==> config.mk <==
export PLATFORM = sky130hd
export DESIGN_NAME = amp_fault_guard
export DESIGN_NICKNAME = d
export VERILOG_FILES = /design/src/rtl/amp_fault_pkg.sv /design/src/rtl/run_watch.sv /design/src/rtl/heat_timer.sv /design/src/rtl/amp_fault_guard.sv
export SDC_FILE = /design/constraint.sdc
export NUM_CORES = 1
export LEC_CHECK = 0
export BUFFER_PORTS_ARGS = -buffer_cell sky130_fd_sc_hd__buf_2
export CAP_MARGIN = 20
export CORE_MARGIN = 10
export CORE_UTILIZATION = 50
export DETAILED_ROUTE_END_ITERATION = 8
export GPL_ROUTABILITY_DRIVEN = 0
export PLACE_DENSITY = 0.68
export SLEW_MARGIN = 10
export SYNTH_ARGS = -nofsm -noshare
export SYNTH_HDL_FRONTEND = slang
export SYNTH_SLANG_ARGS = --single-unit
export TNS_END_PERCENT = 10
==> constraint.sdc <==
create_clock -name clk -period 3.1 [get_ports clk]
set_input_delay 0.155 -clock clk [delete_from_list [all_inputs] [get_ports clk]]
set_output_delay 0.155 -clock clk [all_outputs]
set_load 0.05 [all_outputs]
==> src/rtl/amp_fault_pkg.sv <==
package amp_fault_pkg;
   typedef enum logic [1:0] {
      TH_IDLE = 2'b00,
      TH_HOLD = 2'b01
   } heat_state_e;

   function automatic int unsigned bits_for(input int unsigned val);
      int unsigned w;
      w = 1;
      while ((64'd1 << w) <= val) w++;
      return w;
   endfunction
endpackage

==> src/rtl/run_watch.sv <==
module run_watch #(
   parameter int unsigned RUN_LIMIT = 128,
   parameter int unsigned RUN_W     = amp_fault_pkg::bits_for(RUN_LIMIT)
) (
   input  logic             clk,
   input  logic             rst_n,
   input  logic             bit_in,
   input  logic             bit_stb,
   output logic [RUN_W-1:0] run_cnt,
   output logic             stuck
);
   localparam logic [RUN_W-1:0] LIMIT_V = RUN_W'(RUN_LIMIT);
   localparam logic [RUN_W-1:0] ONE_V   = RUN_W'(1);

   initial begin
      if (RUN_LIMIT < 2) $error("run_watch: RUN_LIMIT must be at least 2");
   end

   logic             prev_bit;
   logic             have_prev;
   logic [RUN_W-1:0] cnt_nxt;

   always_comb begin
      cnt_nxt = run_cnt;
      if (bit_stb) begin
         if (!have_prev || (bit_in != prev_bit)) cnt_nxt = ONE_V;
         else if (run_cnt != LIMIT_V)          cnt_nxt = run_cnt + ONE_V;
      end
   end

   always_ff @(posedge clk or negedge rst_n) begin
      if (!rst_n) begin
         run_cnt   <= '0;
         prev_bit  <= 1'b0;
         have_prev <= 1'b0;
         stuck     <= 1'b0;
      end else begin
         run_cnt <= cnt_nxt;
         stuck   <= (cnt_nxt == LIMIT_V);
         if (bit_stb) begin
            prev_bit  <= bit_in;
            have_prev <= 1'b1;
         end
      end
   end


   run_saturate_chk: assert property (@(posedge clk) disable iff (!rst_n)
      run_cnt <= LIMIT_V);

   run_hold_at_limit_chk: assert property (@(posedge clk) disable iff (!rst_n)
      (run_cnt == LIMIT_V && bit_stb && bit_in == prev_bit) |=> run_cnt == LIMIT_V);

   run_idle_stable_chk: assert property (@(posedge clk) disable iff (!rst_n)
      !bit_stb |=> $stable(run_cnt));

   run_break_chk: assert property (@(posedge clk) disable iff (!rst_n)
      (bit_stb && have_prev && bit_in != prev_bit) |=> (run_cnt == ONE_V && !stuck));
endmodule

==> src/rtl/heat_timer.sv <==
module heat_timer #(
   parameter int unsigned HOLD_CYCLES = 614400,
   parameter int unsigned TMR_W       = amp_fault_pkg::bits_for(HOLD_CYCLES)
) (
   input  logic clk,
   input  logic rst_n,
   input  logic hot_flag,
   output logic fault
);
   import amp_fault_pkg::*;
   localparam logic [TMR_W-1:0] LOAD_V = TMR_W'(HOLD_CYCLES - 1);

   initial begin
      if (HOLD_CYCLES < 2) $error("heat_timer: HOLD_CYCLES must be at least 2");
   end

   heat_state_e      st;
   logic [TMR_W-1:0] tmr;

   always_ff @(posedge clk or negedge rst_n) begin
      if (!rst_n) begin
         st  <= TH_IDLE;
         tmr <= '0;
      end else begin
         case (st)
            TH_IDLE: if (hot_flag) begin
               st  <= TH_HOLD;
               tmr <= LOAD_V;
            end
            default: begin
               if (tmr != '0) tmr <= tmr - 1'b1;
               else if (hot_flag) tmr <= LOAD_V;
               else st <= TH_IDLE;
            end
         endcase
      end
   end

   assign fault = (st == TH_HOLD);


   heat_set_chk: assert property (@(posedge clk) disable iff (!rst_n)
      (!fault && hot_flag) |=> fault);

   heat_countdown_chk: assert property (@(posedge clk) disable iff (!rst_n)
      (fault && tmr != '0) |=> (fault && tmr == $past(tmr) - 1'b1));

   heat_release_chk: assert property (@(posedge clk) disable iff (!rst_n)
      (fault && tmr == '0 && !hot_flag) |=> !fault);

   heat_rearm_chk: assert property (@(posedge clk) disable iff (!rst_n)
      (fault && tmr == '0 && hot_flag) |=> (fault && tmr == LOAD_V));
endmodule

==> src/rtl/amp_fault_guard.sv <==
module amp_fault_guard #(
   parameter int unsigned RUN_LIMIT   = 128,
   parameter int unsigned HOLD_CYCLES = 614400,
   parameter int unsigned RUN_W       = amp_fault_pkg::bits_for(RUN_LIMIT)
) (
   input  logic             clk,
   input  logic             rst_n,
   input  logic             pdm_bit,
   input  logic             pdm_stb,
   input  logic             over_temp,
   output logic             stage_float,
   output logic             data_lost,
   output logic             heat_fault,
   output logic [RUN_W-1:0] run_len
);
   localparam int unsigned TMR_W = amp_fault_pkg::bits_for(HOLD_CYCLES);

   initial begin
      if (RUN_W < amp_fault_pkg::bits_for(RUN_LIMIT))
         $error("amp_fault_guard: RUN_W too narrow for RUN_LIMIT");
   end

   run_watch #(.RUN_LIMIT(RUN_LIMIT), .RUN_W(RUN_W)) u_run (
      .clk(clk), .rst_n(rst_n), .bit_in(pdm_bit), .bit_stb(pdm_stb),
      .run_cnt(run_len), .stuck(data_lost)
   );

   heat_timer #(.HOLD_CYCLES(HOLD_CYCLES), .TMR_W(TMR_W)) u_heat (
      .clk(clk), .rst_n(rst_n), .hot_flag(over_temp), .fault(heat_fault)
   );

   assign stage_float = data_lost | heat_fault;


   lost_matches_run_chk: assert property (@(posedge clk) disable iff (!rst_n)
      data_lost == (run_len == RUN_W'(RUN_LIMIT)));

   float_when_fault_chk: assert property (@(posedge clk) disable iff (!rst_n)
      (data_lost || heat_fault) |-> stage_float);
endmodule

# == Word-level counts from Yosys, hierarchy flattened ==
# Cells that the tools add are included.
# op_classes
addsub,2
eq_ne,7
mux,10
bitwise_logic,1
reduce_logical,5
# op_table
op,count
20-bit 2-to-1 mux,3
8-bit 2-to-1 mux,3
20-bit nonzero test,1
"20-bit by 1-bit subtractor with 20-bit output, second input constant",1
"8-bit by 1-bit adder with 8-bit output, second input constant",1
"8-bit equality test, second input constant",1
2-bit 2-to-1 mux,4
"8-bit != test, second input constant",1
"2-bit != test, second input constant",2
3-bit AND reduction,1
"2-bit by 1-bit equality test with 1-bit output, second input constant",1
2-bit zero test,1
"2-bit by 1-bit != test with 1-bit output, second input constant",1
1-bit zero test,1
1-bit logical OR,1
1-bit != test,1
1-bit bitwise OR,1
# totals
regBits,33
in_bits,5
output_inout_bits,11
word_cells,31

# == Longest topological paths before layout ==
# logic_depth
depth_word,5
ltp_mapped,8
ltp_nobuf,7

# == Modules after synthesis ==
# From an unflattened synthesis, not the netlist that was laid out.
# hier_totals
cells_unflattened,189
hier_area_um2,1874.3
# modules_own_cells
mod,instances,cells_per_inst,area_per_inst_um2,seq_area_each_um2
heat_timer,1,114,1144.8,525.5
run_watch,1,74,723.2,275.3
amp_fault_guard,1,1,6.3,0.0

# == Worst setup path before layout ==
# Ideal clock, no wire load.
# synth_path
path_type,flip-flop to flip-flop
start,register u_run.run_cnt[0]
end,register u_run.stuck
setup_time_ns,0.104
t_arrival_ns,1.828
required_ns,2.996
path_slack_ns,1.169
stages_incl_launch_ff,7
path_buffers,0
period_less_slack_ns,1.931
path_cell_list,dfrtp_1 > inv_1 > ha_1 > and3_1 > nor3_1 > o211ai_1 > a221oi_1
# synth_via
elab_chain_len,5
word_cells_on_any_way,6
classes_between,add/sub (1); eq/ne (2); mux (3)
# synth_lines
item,line,rtl
from (decl),run_watch.sv:9,"output logic [RUN_W-1:0] run_cnt,"
from (signal assigned),run_watch.sv:38,run_cnt <= cnt_nxt;
8-bit by 1-bit adder with 8-bit output / 8-bit != test (equally long branches),run_watch.sv:27,else if (run_cnt != LIMIT_V) cnt_nxt = run_cnt + ONE_V;
8-bit 2-to-1 mux,run_watch.sv:27,
8-bit 2-to-1 mux,run_watch.sv:26,if (!have_prev || (bit_in != prev_bit)) cnt_nxt = ONE_V;
8-bit 2-to-1 mux (*),run_watch.sv:25,if (bit_stb) begin
8-bit equality test (*),run_watch.sv:39,stuck <= (cnt_nxt == LIMIT_V);
to (signal assigned),run_watch.sv:39,
to (decl),run_watch.sv:10,output logic stuck
# Mark *: on every way between the ends. The rest lies on a longest branch, timed or not.
# A chain may end at the register's enable or synchronous reset.

# == Worst setup path after layout ==
# layout_path
start,register u_heat.tmr[0]
end,register u_heat.tmr[4]
# layout_via
elab_chain_len,3
word_cells_on_any_way,4
classes_between,add/sub (1); mux (2); reduce/logical (1)
# layout_lines
item,line,rtl
from (decl),heat_timer.sv:18,logic [TMR_W-1:0] tmr;
from (signal assigned),heat_timer.sv:31,if (tmr != '0) tmr <= tmr - 1'b1;
20-bit by 1-bit subtractor with 20-bit output / 20-bit nonzero test (equally long branches),heat_timer.sv:31,
20-bit 2-to-1 mux (*),heat_timer.sv:31,
20-bit 2-to-1 mux (*),heat_timer.sv:25,case (st)
# Marked as above.

==> results.py <==
metrics = {
    "power": {
        "powerDensity_nw_per_um2": 666.4,
        "ir_worst_vdd_mv": 0.3921,
        "leakagePower_nw": 0.9348,
    },
    "job": {
        "cap_violations": 0,
    },
    "route": {
        "wl_per_cell_um": 16.00,
        "dr.first_iter.drc_count": 122,
        "drt-total-wl_mm": 4.305,
        "remaining_drc_errors": 0,
        "ant_nets": 0,
        "dr.pass1.iters": 4,
        "vias": 1646,
        "viasPerCell": 6.119,
    },
    "synth": {
        "netlist-cell-type-count": 53,
        "yosysWarningCount": 0,
        "synth_nets": 215,
        "synth-seq-area-share_pct": 40.76,
        "synthFlopType": "dfrtp_1",
        "synth_area_per_cell_sq_um": 9.536,
        "syn-instance-count": 206,
        "synth_seq_cells": 32,
        "syn-cell-area_sq_um": 1964,
        "synthArstFlopShare_pct": 100.0,
        "synth-edff-count": 0,
    },
    "timing": {
        "post-route-worst-setup-slack_ps": 866.9,
        "clock_skew_ps": 8.595,
        "worst_slew_pin_slew_ps": 706.5,
        "relSlewSlack_pct": 52.90,
        "setup_violations": 0,
        "hold_slack_ps": 145.1,
        "fin_crit_sh_pct": 72.04,
        "hold_viol": 0,
        "fmax_mhz": 447.8,
        "grt_setup_unrepaired": "false",
        "slew_viol_final": 0,
        "setup_tns_ps": 0,
        "fin_crit_ps": 2233,
    },
    "clock_network": {
        "path_clk_slew_ps": 70,
        "cts_made_buffers": 5,
        "cts_max_path_buffers": 2,
        "clk-insertion-delay-late_ps": 280,
        "post_cts_buffers": 0,
        "post_cts_resized": 0,
        "tritoncts": "done",
        "htree_levels": 2,
        "cts-root-buf": "clkbuf_8",
        "clkSinkCount": 32,
        "cts.hold.buffers_added": 1,
    },
    "final_layout": {
        "diodes": 0,
        "final_cell_mix": "dfrtp_1, nor2_1, nor3_1",
        "num-nets-final": 229,
        "syn_to_final_growth_pct": 10.89,
        "fillCellCount": 349,
        "fin_util_pct": 58.19,
        "final_common_cell": "dfrtp_1",
        "fin_cells": 269,
        "drive_above_1_share_pct": 19.00,
    },
    "global_route": {
        "grt_first_pass_wirelength_mm": 7.245,
        "antenna_found_initial": 0,
        "track_usage_pct": 13.23,
        "grt_pass1_vias": 1559,
        "grt_max_degree": 33,
        "overflow": 0,
    },
    "worst_setup_path": {
        "path_max_fanout": 17,
        "rr_worst_depth": 7,
        "cp-start-kind": "flip-flop",
        "setup.worst_path.end": "u_heat.tmr[4]",
        "r2r_start": "u_heat.tmr[0]",
        "worstPathArrival_ps": 2400,
        "cp.required_ps": 3260,
        "critPathLaunch": "u_heat.tmr[0]",
        "cp-end-kind": "flip-flop",
        "reg2reg_slack_ps": 870,
        "critPathKind": "flip-flop to flip-flop",
        "crit-reg2reg-capture": "u_heat.tmr[4]",
    },
    "floorplanning": {
        "die_area_sq_um": 6836,
        "core_area_sq_um": 3744,
        "io_pins": 16,
        "initial_core_util_pct": 52.47,
        "die_w_um": 82.68,
        "rows": 22,
        "die_y_um": 82.68,
    },
    "placement": {
        "io_buffer_count": 15,
        "dpl.cell_count": 260,
        "dp_hpwl_mm": 3.096,
        "dp_slack_ps": 876.2,
    },
    "status": {
        "status": "completed",
    },
    "hold_path": {
        "min_path_type": "primary input to flip-flop",
    },
}
worst min path at each step:
stage,end,startpoint,cells past startpoint,slack (ps)
2_1_floorplan,u_heat.st[0],rst_n,0,-140
5_1_grt,u_run.prev_bit,pdm_bit,2,150
3_5_place_dp,u_run.run_cnt[3],rst_n,1,260
6_report,u_run.prev_bit,pdm_bit,2,150
3_3_place_gp,u_run.run_cnt[3],rst_n,1,230
4_1_cts,u_run.prev_bit,pdm_bit,2,140
metal layers:
metal	vias to the layer above	part of all wire, %	track usage, %
met5	-	0	0
met4	0	0.58	3.344
met3	4	5.9	3.888
met2	43	48	21.68
met1	810	45	16.66
li1	789	-	-
final cells by class:
type	instances	area, sq um	share of cell area, %
flip-flops and latches	32	800.8	36.76
clock buffers	7	96.34	4.423
inverters	7	26.28	1.206
well taps	48	60.06	2.757
clock inverters	1	30.03	1.379
multi-input cells	158	1080	49.57
repair buffers	16	85.08	3.906
Yosys cell counts, types with 4 or more instances:
library cell	n	area, sq um
nor3_1	16	80.08
a21oi_1	13	65.06
o21ai_0	8	40.04
clkbuf_1	5	18.77
nand2_1	8	30.03
nand3_1	9	45.04
xnor2_1	5	43.79
dfrtp_1	32	800.8
nor2_1	23	86.33
ha_1	4	50.05
and3_1	10	62.56
inv_1	7	26.28
report_power, final:
part	leakage (nW)	internal, mW	total (mW)	switching (mW)
sequential	0.395	0.500	0.651	0.150
clock	0.0645	0.284	0.436	0.152
combinational	0.476	0.149	0.365	0.217
total	0.935	0.932	1.45	0.519
logic make-up after synthesis:
| logic type | share of synthesized area (%) |
|---|---|
| AOI/OAI and AO/OA | 16.62 |
| xor gates and xnor gates | 3.567 |
| adders and majority gates | 2.548 |
| buffers and inverters | 4.267 |
| DFF | 40.76 |
| muxes | 2.739 |
| and+or+nand+nor | 29.49 |
sequential cells by signal, indices dropped and copies added, names as in the netlist:
| name | flops |
|---|---|
| u_run.prev_bit | 1 |
| u_heat.st | 1 |
| u_run.have_prev | 1 |
| u_run.run_cnt | 8 |
| u_heat.tmr | 20 |
| u_run.stuck | 1 |
critical path, cell delays in order, from the launching register on:
cell and delay (ps):
dfrtp_1 430, inv_1 100, ha_1 140, nor3b_2 340
nand3_2 170, o21ai_4 410, nand2b_1 260, o211a_1 270
stage by stage:
stage,power [mW],instance area (sq um)
global route,1.544,2178
floorplan,0.9132,1964
detailed placement,1.020,2042
finish,1.452,2178
CTS,1.462,2178
global placement,1.003,2042
(Power assumes the default switching activity.)
